File: src/rtl/afd_pkg.sv
package afd_pkg;
    localparam int ADDR_W      = 32;
    localparam int BEAT_W      = 64;
    localparam int BURST_BYTES = BEAT_W / 8;
    localparam int BURST_SHIFT = $clog2(BURST_BYTES);
    localparam int NUM_SRC     = 2;
    localparam int PERIOD_W    = 16;
    localparam int THR_W       = 8;
    localparam int THRB_W      = THR_W + BURST_SHIFT + 1;

    // interrupt source indices
    localparam int SRC_PERIOD = 0;
    localparam int SRC_WRAP   = 1;

    // register byte offsets
    localparam int OFS_CTRL0  = 'h00;
    localparam int OFS_CTRL1  = 'h04;
    localparam int OFS_BASE   = 'h08;
    localparam int OFS_LAST   = 'h0C;
    localparam int OFS_INIT   = 'h10;
    localparam int OFS_PERIOD = 'h14;
    localparam int OFS_THRESH = 'h18;
    localparam int OFS_STAT1  = 'h1C;
    localparam int OFS_STAT2  = 'h20;

    // field positions
    localparam int CTRL0_EN_BIT  = 0;
    localparam int CTRL0_IEN_LSB = 8;
    localparam int CTRL1_CLR_LSB = 0;
    localparam int CTRL1_SEL_LSB = 4;

    typedef enum logic [1:0] {
        ST2_PTR  = 2'd0,
        ST2_FILL = 2'd1,
        ST2_BCNT = 2'd2,
        ST2_NONE = 2'd3
    } st2_sel_e;

    typedef struct packed {
        logic                dma_en;
        logic [NUM_SRC-1:0]  irq_en;
        logic [NUM_SRC-1:0]  irq_clr;
        st2_sel_e            st2_sel;
        logic [ADDR_W-1:0]   base;
        logic [ADDR_W-1:0]   last;
        logic [ADDR_W-1:0]   init;
        logic [PERIOD_W-1:0] period;
        logic [THR_W-1:0]    thr;
    } cfg_t;

    // drop the byte-within-burst bits of an address
    function automatic logic [ADDR_W-1:0] align_addr(input logic [ADDR_W-1:0] a);
        return {a[ADDR_W-1:BURST_SHIFT], {BURST_SHIFT{1'b0}}};
    endfunction

    // threshold code (bursts minus one) to a byte level
    function automatic logic [THRB_W-1:0] thr_to_bytes(input logic [THR_W-1:0] code);
        logic [THRB_W-1:0] bursts;
        bursts = {{BURST_SHIFT{1'b0}}, ({1'b0, code} + 1'b1)};
        return bursts << BURST_SHIFT;
    endfunction
endpackage

File: src/rtl/afd_regs.sv
module afd_regs
    import afd_pkg::*;
#(
    parameter int REG_AW = 8,
    parameter int FILL_W = 9
) (
    input  logic                clk,
    input  logic                rst,
    input  logic                wr_en,
    input  logic [REG_AW-1:0]   addr,
    input  logic [31:0]         wdata,
    input  logic [NUM_SRC-1:0]  pend,
    input  logic [ADDR_W-1:0]   ptr,
    input  logic [FILL_W-1:0]   fill,
    input  logic [PERIOD_W-1:0] bcnt,
    output cfg_t                cfg,
    output logic [31:0]         rdata
);
    always_ff @(posedge clk) begin
        if (rst) begin
            cfg <= '0;
        end else if (wr_en) begin
            case (addr)
                REG_AW'(OFS_CTRL0): begin
                    cfg.dma_en <= wdata[CTRL0_EN_BIT];
                    cfg.irq_en <= wdata[CTRL0_IEN_LSB +: NUM_SRC];
                end
                REG_AW'(OFS_CTRL1): begin
                    cfg.irq_clr <= wdata[CTRL1_CLR_LSB +: NUM_SRC];
                    cfg.st2_sel <= st2_sel_e'(wdata[CTRL1_SEL_LSB +: 2]);
                end
                REG_AW'(OFS_BASE):   cfg.base   <= align_addr(wdata);
                REG_AW'(OFS_LAST):   cfg.last   <= align_addr(wdata);
                REG_AW'(OFS_INIT):   cfg.init   <= align_addr(wdata);
                REG_AW'(OFS_PERIOD): cfg.period <= wdata[PERIOD_W-1:0];
                REG_AW'(OFS_THRESH): cfg.thr    <= wdata[THR_W-1:0];
                default: ;
            endcase
        end
    end

    logic [31:0] stat2;

    always_comb begin
        case (cfg.st2_sel)
            ST2_PTR:  stat2 = ptr;
            ST2_FILL: stat2 = 32'(fill);
            ST2_BCNT: stat2 = 32'(bcnt);
            default:  stat2 = '0;
        endcase
    end

    always_comb begin
        rdata = '0;
        case (addr)
            REG_AW'(OFS_CTRL0): begin
                rdata[CTRL0_EN_BIT]               = cfg.dma_en;
                rdata[CTRL0_IEN_LSB +: NUM_SRC]   = cfg.irq_en;
            end
            REG_AW'(OFS_CTRL1): begin
                rdata[CTRL1_CLR_LSB +: NUM_SRC]   = cfg.irq_clr;
                rdata[CTRL1_SEL_LSB +: 2]         = cfg.st2_sel;
            end
            REG_AW'(OFS_BASE):   rdata = cfg.base;
            REG_AW'(OFS_LAST):   rdata = cfg.last;
            REG_AW'(OFS_INIT):   rdata = cfg.init;
            REG_AW'(OFS_PERIOD): rdata = 32'(cfg.period);
            REG_AW'(OFS_THRESH): rdata = 32'(cfg.thr);
            REG_AW'(OFS_STAT1):  rdata = 32'(pend);
            REG_AW'(OFS_STAT2):  rdata = stat2;
            default:             rdata = '0;
        endcase
    end
endmodule

File: src/rtl/afd_ptr.sv
module afd_ptr
    import afd_pkg::*;
(
    input  logic                clk,
    input  logic                rst,
    input  logic                dma_en,
    input  logic [ADDR_W-1:0]   base,
    input  logic [ADDR_W-1:0]   last,
    input  logic [ADDR_W-1:0]   init,
    input  logic [PERIOD_W-1:0] period,
    input  logic                grant,
    output logic [ADDR_W-1:0]   ptr,
    output logic [PERIOD_W-1:0] bcnt,
    output logic [NUM_SRC-1:0]  ev
);
    logic [PERIOD_W-1:0] bcnt_inc;
    logic                period_hit;
    logic                at_last;

    assign bcnt_inc   = bcnt + 1'b1;
    assign period_hit = (period != '0) && (bcnt_inc == period);
    assign at_last    = (ptr == last);

    always_comb begin
        ev             = '0;
        ev[SRC_PERIOD] = grant && period_hit;
        ev[SRC_WRAP]   = grant && at_last;
    end

    always_ff @(posedge clk) begin
        if (rst) begin
            ptr  <= '0;
            bcnt <= '0;
        end else if (!dma_en) begin
            ptr  <= init;
            bcnt <= '0;
        end else if (grant) begin
            ptr  <= at_last ? base : ptr + ADDR_W'(BURST_BYTES);
            bcnt <= period_hit ? '0 : bcnt_inc;
        end
    end
endmodule

File: src/rtl/afd_irq.sv
module afd_irq
    import afd_pkg::*;
(
    input  logic               clk,
    input  logic               rst,
    input  logic [NUM_SRC-1:0] ev,
    input  logic [NUM_SRC-1:0] clr,
    input  logic [NUM_SRC-1:0] en,
    output logic [NUM_SRC-1:0] pend,
    output logic               irq
);
    for (genvar i = 0; i < NUM_SRC; i++) begin : g_src
        logic pend_q;
        always_ff @(posedge clk) begin
            if (rst)          pend_q <= 1'b0;
            else if (clr[i])  pend_q <= 1'b0;
            else if (ev[i])   pend_q <= 1'b1;
        end
        assign pend[i] = pend_q;
    end

    assign irq = |(pend & en);
endmodule

File: src/rtl/afd_fifo.sv
module afd_fifo
    import afd_pkg::*;
#(
    parameter  int DEPTH  = 256,
    localparam int WORDS  = DEPTH / BURST_BYTES,
    localparam int W_AW   = $clog2(WORDS),
    localparam int R_AW   = $clog2(DEPTH),
    localparam int FILL_W = $clog2(DEPTH + 1)
) (
    input  logic              clk,
    input  logic              rst,
    input  logic              push,
    input  logic [BEAT_W-1:0] push_beat,
    input  logic              pop,
    output logic [7:0]        out_byte,
    output logic              valid,
    output logic [FILL_W-1:0] fill
);
    logic [BEAT_W-1:0] mem [WORDS];
    logic [W_AW-1:0]   wptr;
    logic [R_AW-1:0]   rptr;
    logic              acc_push;
    logic              acc_pop;
    logic [BEAT_W-1:0] head;

    assign acc_push = push && (fill <= FILL_W'(DEPTH - BURST_BYTES));
    assign acc_pop  = pop && (fill != '0);
    assign valid    = (fill != '0);
    assign head     = mem[rptr[R_AW-1:BURST_SHIFT]];
    assign out_byte = head[{rptr[BURST_SHIFT-1:0], 3'b000} +: 8];

    always_ff @(posedge clk) begin
        if (acc_push) mem[wptr] <= push_beat;
    end

    always_ff @(posedge clk) begin
        if (rst) begin
            wptr <= '0;
            rptr <= '0;
            fill <= '0;
        end else begin
            if (acc_push) wptr <= wptr + 1'b1;
            if (acc_pop)  rptr <= rptr + 1'b1;
            fill <= fill + (acc_push ? FILL_W'(BURST_BYTES) : '0)
                         - (acc_pop  ? FILL_W'(1) : '0);
        end
    end
endmodule

File: src/rtl/afd_play_dma.sv
module afd_play_dma
    import afd_pkg::*;
#(
    parameter  int DEPTH  = 256,
    parameter  int REG_AW = 8,
    localparam int FILL_W = $clog2(DEPTH + 1)
) (
    input  logic              clk,
    input  logic              rst,
    input  logic              reg_wr,
    input  logic [REG_AW-1:0] reg_addr,
    input  logic [31:0]       reg_wdata,
    output logic [31:0]       reg_rdata,
    output logic              mem_req,
    output logic [ADDR_W-1:0] mem_addr,
    input  logic              mem_gnt,
    input  logic [BEAT_W-1:0] mem_rdata,
    input  logic              aud_pop,
    output logic [7:0]        aud_byte,
    output logic              aud_valid,
    output logic              irq
);
    cfg_t                cfg;
    logic [ADDR_W-1:0]   ptr;
    logic [PERIOD_W-1:0] bcnt;
    logic [NUM_SRC-1:0]  ev;
    logic [NUM_SRC-1:0]  pend;
    logic [FILL_W-1:0]   fill;
    logic [THRB_W-1:0]   thr_bytes;
    logic                room_ok;
    logic                level_ok;
    logic                grant;

    // named views for the bound checker
    logic                dma_on;
    logic [ADDR_W-1:0]   base_w;
    logic [ADDR_W-1:0]   init_w;
    logic [NUM_SRC-1:0]  irq_en_w;

    assign dma_on   = cfg.dma_en;
    assign base_w   = cfg.base;
    assign init_w   = cfg.init;
    assign irq_en_w = cfg.irq_en;

    assign thr_bytes = thr_to_bytes(cfg.thr);
    assign room_ok   = fill <= FILL_W'(DEPTH - BURST_BYTES);
    assign level_ok  = 32'(fill) <= 32'(thr_bytes);
    assign mem_req   = dma_on && room_ok && level_ok;
    assign grant     = mem_req && mem_gnt;
    assign mem_addr  = ptr;

    afd_regs #(.REG_AW(REG_AW), .FILL_W(FILL_W)) u_regs (
        .clk   (clk),
        .rst   (rst),
        .wr_en (reg_wr),
        .addr  (reg_addr),
        .wdata (reg_wdata),
        .pend  (pend),
        .ptr   (ptr),
        .fill  (fill),
        .bcnt  (bcnt),
        .cfg   (cfg),
        .rdata (reg_rdata)
    );

    afd_ptr u_ptr (
        .clk    (clk),
        .rst    (rst),
        .dma_en (cfg.dma_en),
        .base   (cfg.base),
        .last   (cfg.last),
        .init   (cfg.init),
        .period (cfg.period),
        .grant  (grant),
        .ptr    (ptr),
        .bcnt   (bcnt),
        .ev     (ev)
    );

    afd_irq u_irq (
        .clk  (clk),
        .rst  (rst),
        .ev   (ev),
        .clr  (cfg.irq_clr),
        .en   (cfg.irq_en),
        .pend (pend),
        .irq  (irq)
    );

    afd_fifo #(.DEPTH(DEPTH)) u_fifo (
        .clk       (clk),
        .rst       (rst),
        .push      (grant),
        .push_beat (mem_rdata),
        .pop       (aud_pop),
        .out_byte  (aud_byte),
        .valid     (aud_valid),
        .fill      (fill)
    );
endmodule

File: config.mk
export PLATFORM = sky130hd
export DESIGN_NAME = afd_play_dma
export DESIGN_NICKNAME = d
export VERILOG_FILES = /design/src/rtl/afd_pkg.sv /design/src/rtl/afd_regs.sv /design/src/rtl/afd_ptr.sv /design/src/rtl/afd_irq.sv /design/src/rtl/afd_fifo.sv /design/src/rtl/afd_play_dma.sv
export SDC_FILE = /design/constraint.sdc
export NUM_CORES = 2
export LEC_CHECK = 0
export BUFFER_PORTS_ARGS = -buffer_cell sky130_fd_sc_hd__buf_4
export CELL_PAD_IN_SITES_DETAIL_PLACEMENT = 0
export CELL_PAD_IN_SITES_GLOBAL_PLACEMENT = 1
export CORE_MARGIN = 3
export CORE_UTILIZATION = 35
export DETAILED_ROUTE_END_ITERATION = 7
export PLACE_DENSITY = 0.6
export REMOVE_ABC_BUFFERS = 1
export SYNTH_ARGS = -nofsm -noshare
export SYNTH_HDL_FRONTEND = slang
export SYNTH_SLANG_ARGS = --single-unit
File: constraint.sdc
create_clock -name clk -period 23 [get_ports clk]
set_input_delay 5.75 -clock clk [delete_from_list [all_inputs] [get_ports clk]]
set_output_delay 5.75 -clock clk [all_outputs]
set_load 0.01 [all_outputs]
* Word level (Yosys, flattened, before mapping)
Memories as Yosys holds them, arrays and structs flattened. A register that Yosys moved wholly into a read port is not among the register bits.
Index checks and enable logic that the tools add are counted.
Widths: inputs -> output; s select.
** Cells by class
- Add/subtract/negate cells :: 7
- Order comparisons :: 2
- Equal/unequal tests :: 13
- Shift-type cells :: 1
- Multiplexer cells :: 18
- Bitwise logic cells :: 2
- Reductions and logical operators :: 23
** Operators with widths (number)
- $pmux 22 s5 :: 1
- $mux 32 :: 3
- $pmux 32 s3 :: 1
- $shiftx 64x7->8 :: 1
- $pmux 2 s6 :: 3
- $add 32x4->32 const B :: 1
- $eq 32x32->1 :: 1
- $eq 8x5->1 const B :: 4
- $add 16x1->16 const B :: 1
- $eq 16x16->1 :: 1
- $eq 8x4->1 const B :: 2
- $mux 16 :: 1
- $reduce_bool 16->1 :: 1
- $pmux 2 s7 :: 1
- $reduce_and 2->1 :: 7
- $le 9x12->1 :: 1
- $mux 5 :: 2
- $add 8x1->9 const B :: 1
- $add 9x9->9 :: 1
- $le 9x8->1 const B :: 1
- $reduce_bool 9->1 :: 1
- $sub 9x9->9 :: 1
- $add 8x1->8 const B :: 1
- $eq 8x3->1 const B :: 1
- other kinds (15) :: 27
** Storage, ports and cells
- Bits in registers :: 190
- RAM bits :: 2048
- Input bits :: 109
- Memories kept :: 1
** Memory list
- u_fifo.mem :: depth 32, width 64, read ports 1, clocked after memory_dff 1, wr ports 1, line afd_fifo.sv:19 : logic [BEAT_W-1:0] mem [WORDS];

* Longest topological paths before layout
- Word-level depth :: 8
- Depth in mapped cells :: 20
- Mapped depth without buffers :: 19

* Modules after synthesis
A second synthesis with hierarchy kept.
** Second synthesis, totals
- Cells, all modules :: 4722
- Area total of the unflattened synthesis :: 89754.8 um2
** By module, submodules not included
- afd_fifo :: instances 1, cells each 3499, area each 79597.6 um2, sequential area each 62039.5 um2
- afd_regs :: instances 1, cells each 665, area each 5814.3 um2, sequential area each 2362.3 um2
- afd_ptr :: instances 1, cells each 511, area each 3946.3 um2, sequential area each 960.9 um2
- afd_play_dma :: instances 1, cells each 38, area each 315.3 um2, sequential area each 0.0 um2
- afd_irq :: instances 1, cells each 9, area each 81.3 um2, sequential area each 40.0 um2

* Worst setup path before layout
No wires, ideal clock.
- Path type :: input-to-output
- Start :: input reg_addr[3]
- End :: output reg_rdata[21]
- Arrival :: 7.317 ns
- Setup slack :: 9.933 ns
- Stages :: 7
- Path buffers :: 2
- Cell sequence :: nor4_1 -> and3_1 -> buf_2 -> nand2b_1 -> nor2_1 -> buf_2 -> a221o_1
** Between the ends
- Cells in the longest elaborated chain, start to end :: 2
** RTL lines
- start, declared :: line afd_play_dma.sv:11 : input logic [REG_AW-1:0] reg_addr,
- $eq 8x6->1 (tied with other cells) :: line afd_regs.sv:55 : case (addr)
- $pmux 22 s5 * :: line afd_regs.sv:55
- end, declared :: line afd_play_dma.sv:13 : output logic [31:0] reg_rdata,
Every way passes the cells marked *; elsewhere a longest branch is shown, timed or not.

* Worst setup path in the final report
- Start :: input reg_addr[2]
- End :: output reg_rdata[30]
Same word-level chain as after synthesis.

==> out/results.ini <==
[cts]
path_clk_slew_ns = 0.06
cts_tree = built
cts_setup_buffers = 0
cts-root-buf = clkbuf_16
cts_buffers = 228
hold_buffers = 0
clk_path_buf_depth = 3
clock-sinks = 2240
clk_latency_ns = 0.89
ctsResizeCount = 0
htree_levels = 4

[global_route]
grt_pass1_wl_um = 355000
antenna_found_initial = 21
grt_remaining_overflow = 0
grt_pass1_vias = 45900
grtUsageTotal = 0.191
grt_max_degree = 145

[floorplan]
io_pins = 184
rows = 184
die_area_sq_um = 260000
start_util = 0.352
die_h_um = 510
design.core.area_sq_um = 252000
die_x_um = 510

[worst_setup_path]
path_common_cell = buf_4
cp_max_fo = 39
reg2reg_from = u_regs.cfg[0]
end_kind = primary output
crit_chain = buf_4 > nor4_1 > and3_1 > nand2b_1 > nor2_1 > a221o_1 > buf_4
crit_type = input port to primary output
critPathRequiredTime_ns = 17.25
cp.arrival_ns = 8.68
slowest_delay_ns = 0.92
critical_path.startpoint = reg_addr[2]
crit_slowest_cell = nor2_1
startpoint_type = input port

[run]
max_cap_viol_count = 0

[cells_and_area]
synthToLayoutAreaGrowth_pct = 14.2
layout_common_cells = edfxtp_1, mux4_2, nand2_1
final_layout_size_suffix_gt1_frac = 0.263
fin_nets = 4860
layout_commonest_cell = edfxtp_1
num-fill-cells = 22400

[timing]
fin_crit_ns = 14.43
max_freq_ghz = 0.0693
slew_headroom = 0.169
tns_ns = 0
setup_viol = 0
holdWs_ns = 0.483
fin_worst_skew_ns = 0.0811
worstMarginPinSlew_ns = 1.25
fin_crit_sh = 0.627
rsz0062_at_grt = no
slew_viol_final = 0
hold_violations = 0

[route]
viasPerCell = 5.54
drt-initial-drc-count = 5409
wire_per_inst_um = 30.4
antenna_left = 0
vias = 45900
route.detailed.drc = 0
drt-pass1-iter-count = 8
wl_um = 251000

[synthesis]
ys_seq_elements = 2240
ys_seq_area_frac = 0.736
synthAdderAreaFrac = 0.00446
syn_avg_cell_area_sq_um = 19.9
synth_area_sq_um = 88700
synth_mux_area_frac = 0.168
synth_compound_area_frac = 0.0303
netlist_instances = 4468
synth_cell_types = 67
synth_xor_area_frac = 0.00938
synth_top_family_by_area = multiplexers
async_flop_share = 0
synthFlopType = edfxtp_1
synth-edff-count = 2048
ys_warn_count = 0
yosys.area_share.simple = 0.0347

[placement]
gp_congestion = 0.840
dp_hpwl_um = 134000
portBuffers = 180

[min_path]
worstHoldStart = u_regs.cfg[72]
min_path_type = flop to flop

[pwr]
power_density_nw_per_um2 = 82.4
ir_worst_vdd_mv = 0.0708
p_leak_nw = 30.3

[run_status]
status = finished, final reports clean

sequential cells by signal, indices dropped and copies added (netlist names), named ones only:
name / flops
u_regs.cfg: 118
u_irq.g_src.pend_q: 2
u_fifo.wptr: 5
u_ptr.ptr: 29
u_fifo.mem: 2048
u_ptr.bcnt: 16
u_fifo.rptr: 8
u_fifo.fill: 9
cell usage after synthesis (13+ instances only):
master,count,area (sq um)
mux2i_1,103,1030
nor2b_1,13,81.3
o21ai_0,22,110
nor4_1,16,100
buf_4,30,225
a21oi_1,152,761
a22oi_1,47,353
nand3_1,52,260
ha_1,30,375
buf_1,30,113
nand4_1,25,156
mux4_2,608,13700
mux2_2,13,146
a211oi_1,40,300
xor2_1,59,517
inv_1,25,93.8
buf_6,26,293
buf_2,64,320
a221o_1,16,160
nor2_1,92,345
edfxtp_1,2048,61500
nand2_1,337,1260
clkbuf_1,128,480
a22o_1,13,114
and3_1,17,106
o211ai_1,21,158
o22ai_1,43,269
nor3_1,42,210
a31oi_1,18,113
dfxtp_1,192,3840
xnor2_1,36,315
metal layers:
layer,part of all wire,track usage,vias to the layer above
met2,0.48,0.305,1734
li1,-,-,18900
met1,0.43,0.273,24800
met4,0.022,0.0455,8
met3,0.069,0.0343,344
met5,0.00021,0,-
final timing paths:
path                        endpoint  slack (ns)  cells past startpoint
setup / recovery       reg_rdata[30]        8.57                      7
hold / removal        u_regs.cfg[72]        0.48                      2
setup reg to reg  u_fifo.mem[14][29]       16.96                     14
hold reg to reg       u_regs.cfg[72]        0.48                      2
power by group:
| group | total (mW) | switching, mW | internal (mW) |
|---|---|---|---|
| clock network | 3.59 | 1.59 | 2.00 |
| logic | 0.300 | 0.213 | 0.0873 |
| registers | 4.46 | 0.0171 | 4.44 |
through the flow:
step	setup slack [ns]	power, mW	utilization	area, sq um	instances
finish	8.57	8.35	0.402	101000	8272
global route	8.34	8.62	0.402	101000	8265
CTS	8.58	8.44	0.402	101000	8262
detailed placement	8.57	4.85	0.374	94100	7838
global placement	8.78	4.85	0.374	94100	7838
floorplan	-5.66	4.66	-	87300	4191
critical path, delay by kind of cell:
| kind | cells | cell delay (ns) |
|---|---|---|
| AOI/OAI and AO/OA | 1 | 0.31 |
| and+or+nand+nor | 4 | 2.15 |
| buffers and inverters | 2 | 0.42 |
area by class of cell:
class | count | area, sq um | share of cell area
clock buffer | 295 | 6010 | 0.0593
sequential | 2240 | 65400 | 0.645
tap | 3348 | 4190 | 0.0413
multi-input combinational | 1926 | 22100 | 0.218
inverter | 25 | 93.8 | 0.000926
antenna | 10 | 25.0 | 0.000247
timing repair buffer | 299 | 2300 | 0.0227
clock inverter | 129 | 1250 | 0.0123
cell families (layout without fill, tap and decap cells):
| kind of cell | Yosys count | after routing |
|---|---|---|
| other | 1 | 13 |
| adders and majority gates | 31 | 31 |
| buffers and inverters | 304 | 748 |
| xor gates and xnor gates | 95 | 95 |
| DFF | 2240 | 2240 |
| AOI/OAI and AO/OA | 412 | 412 |
| and+or+nand+nor | 661 | 661 |
| muxes | 724 | 724 |
Power figures use the tool's default switching activity.
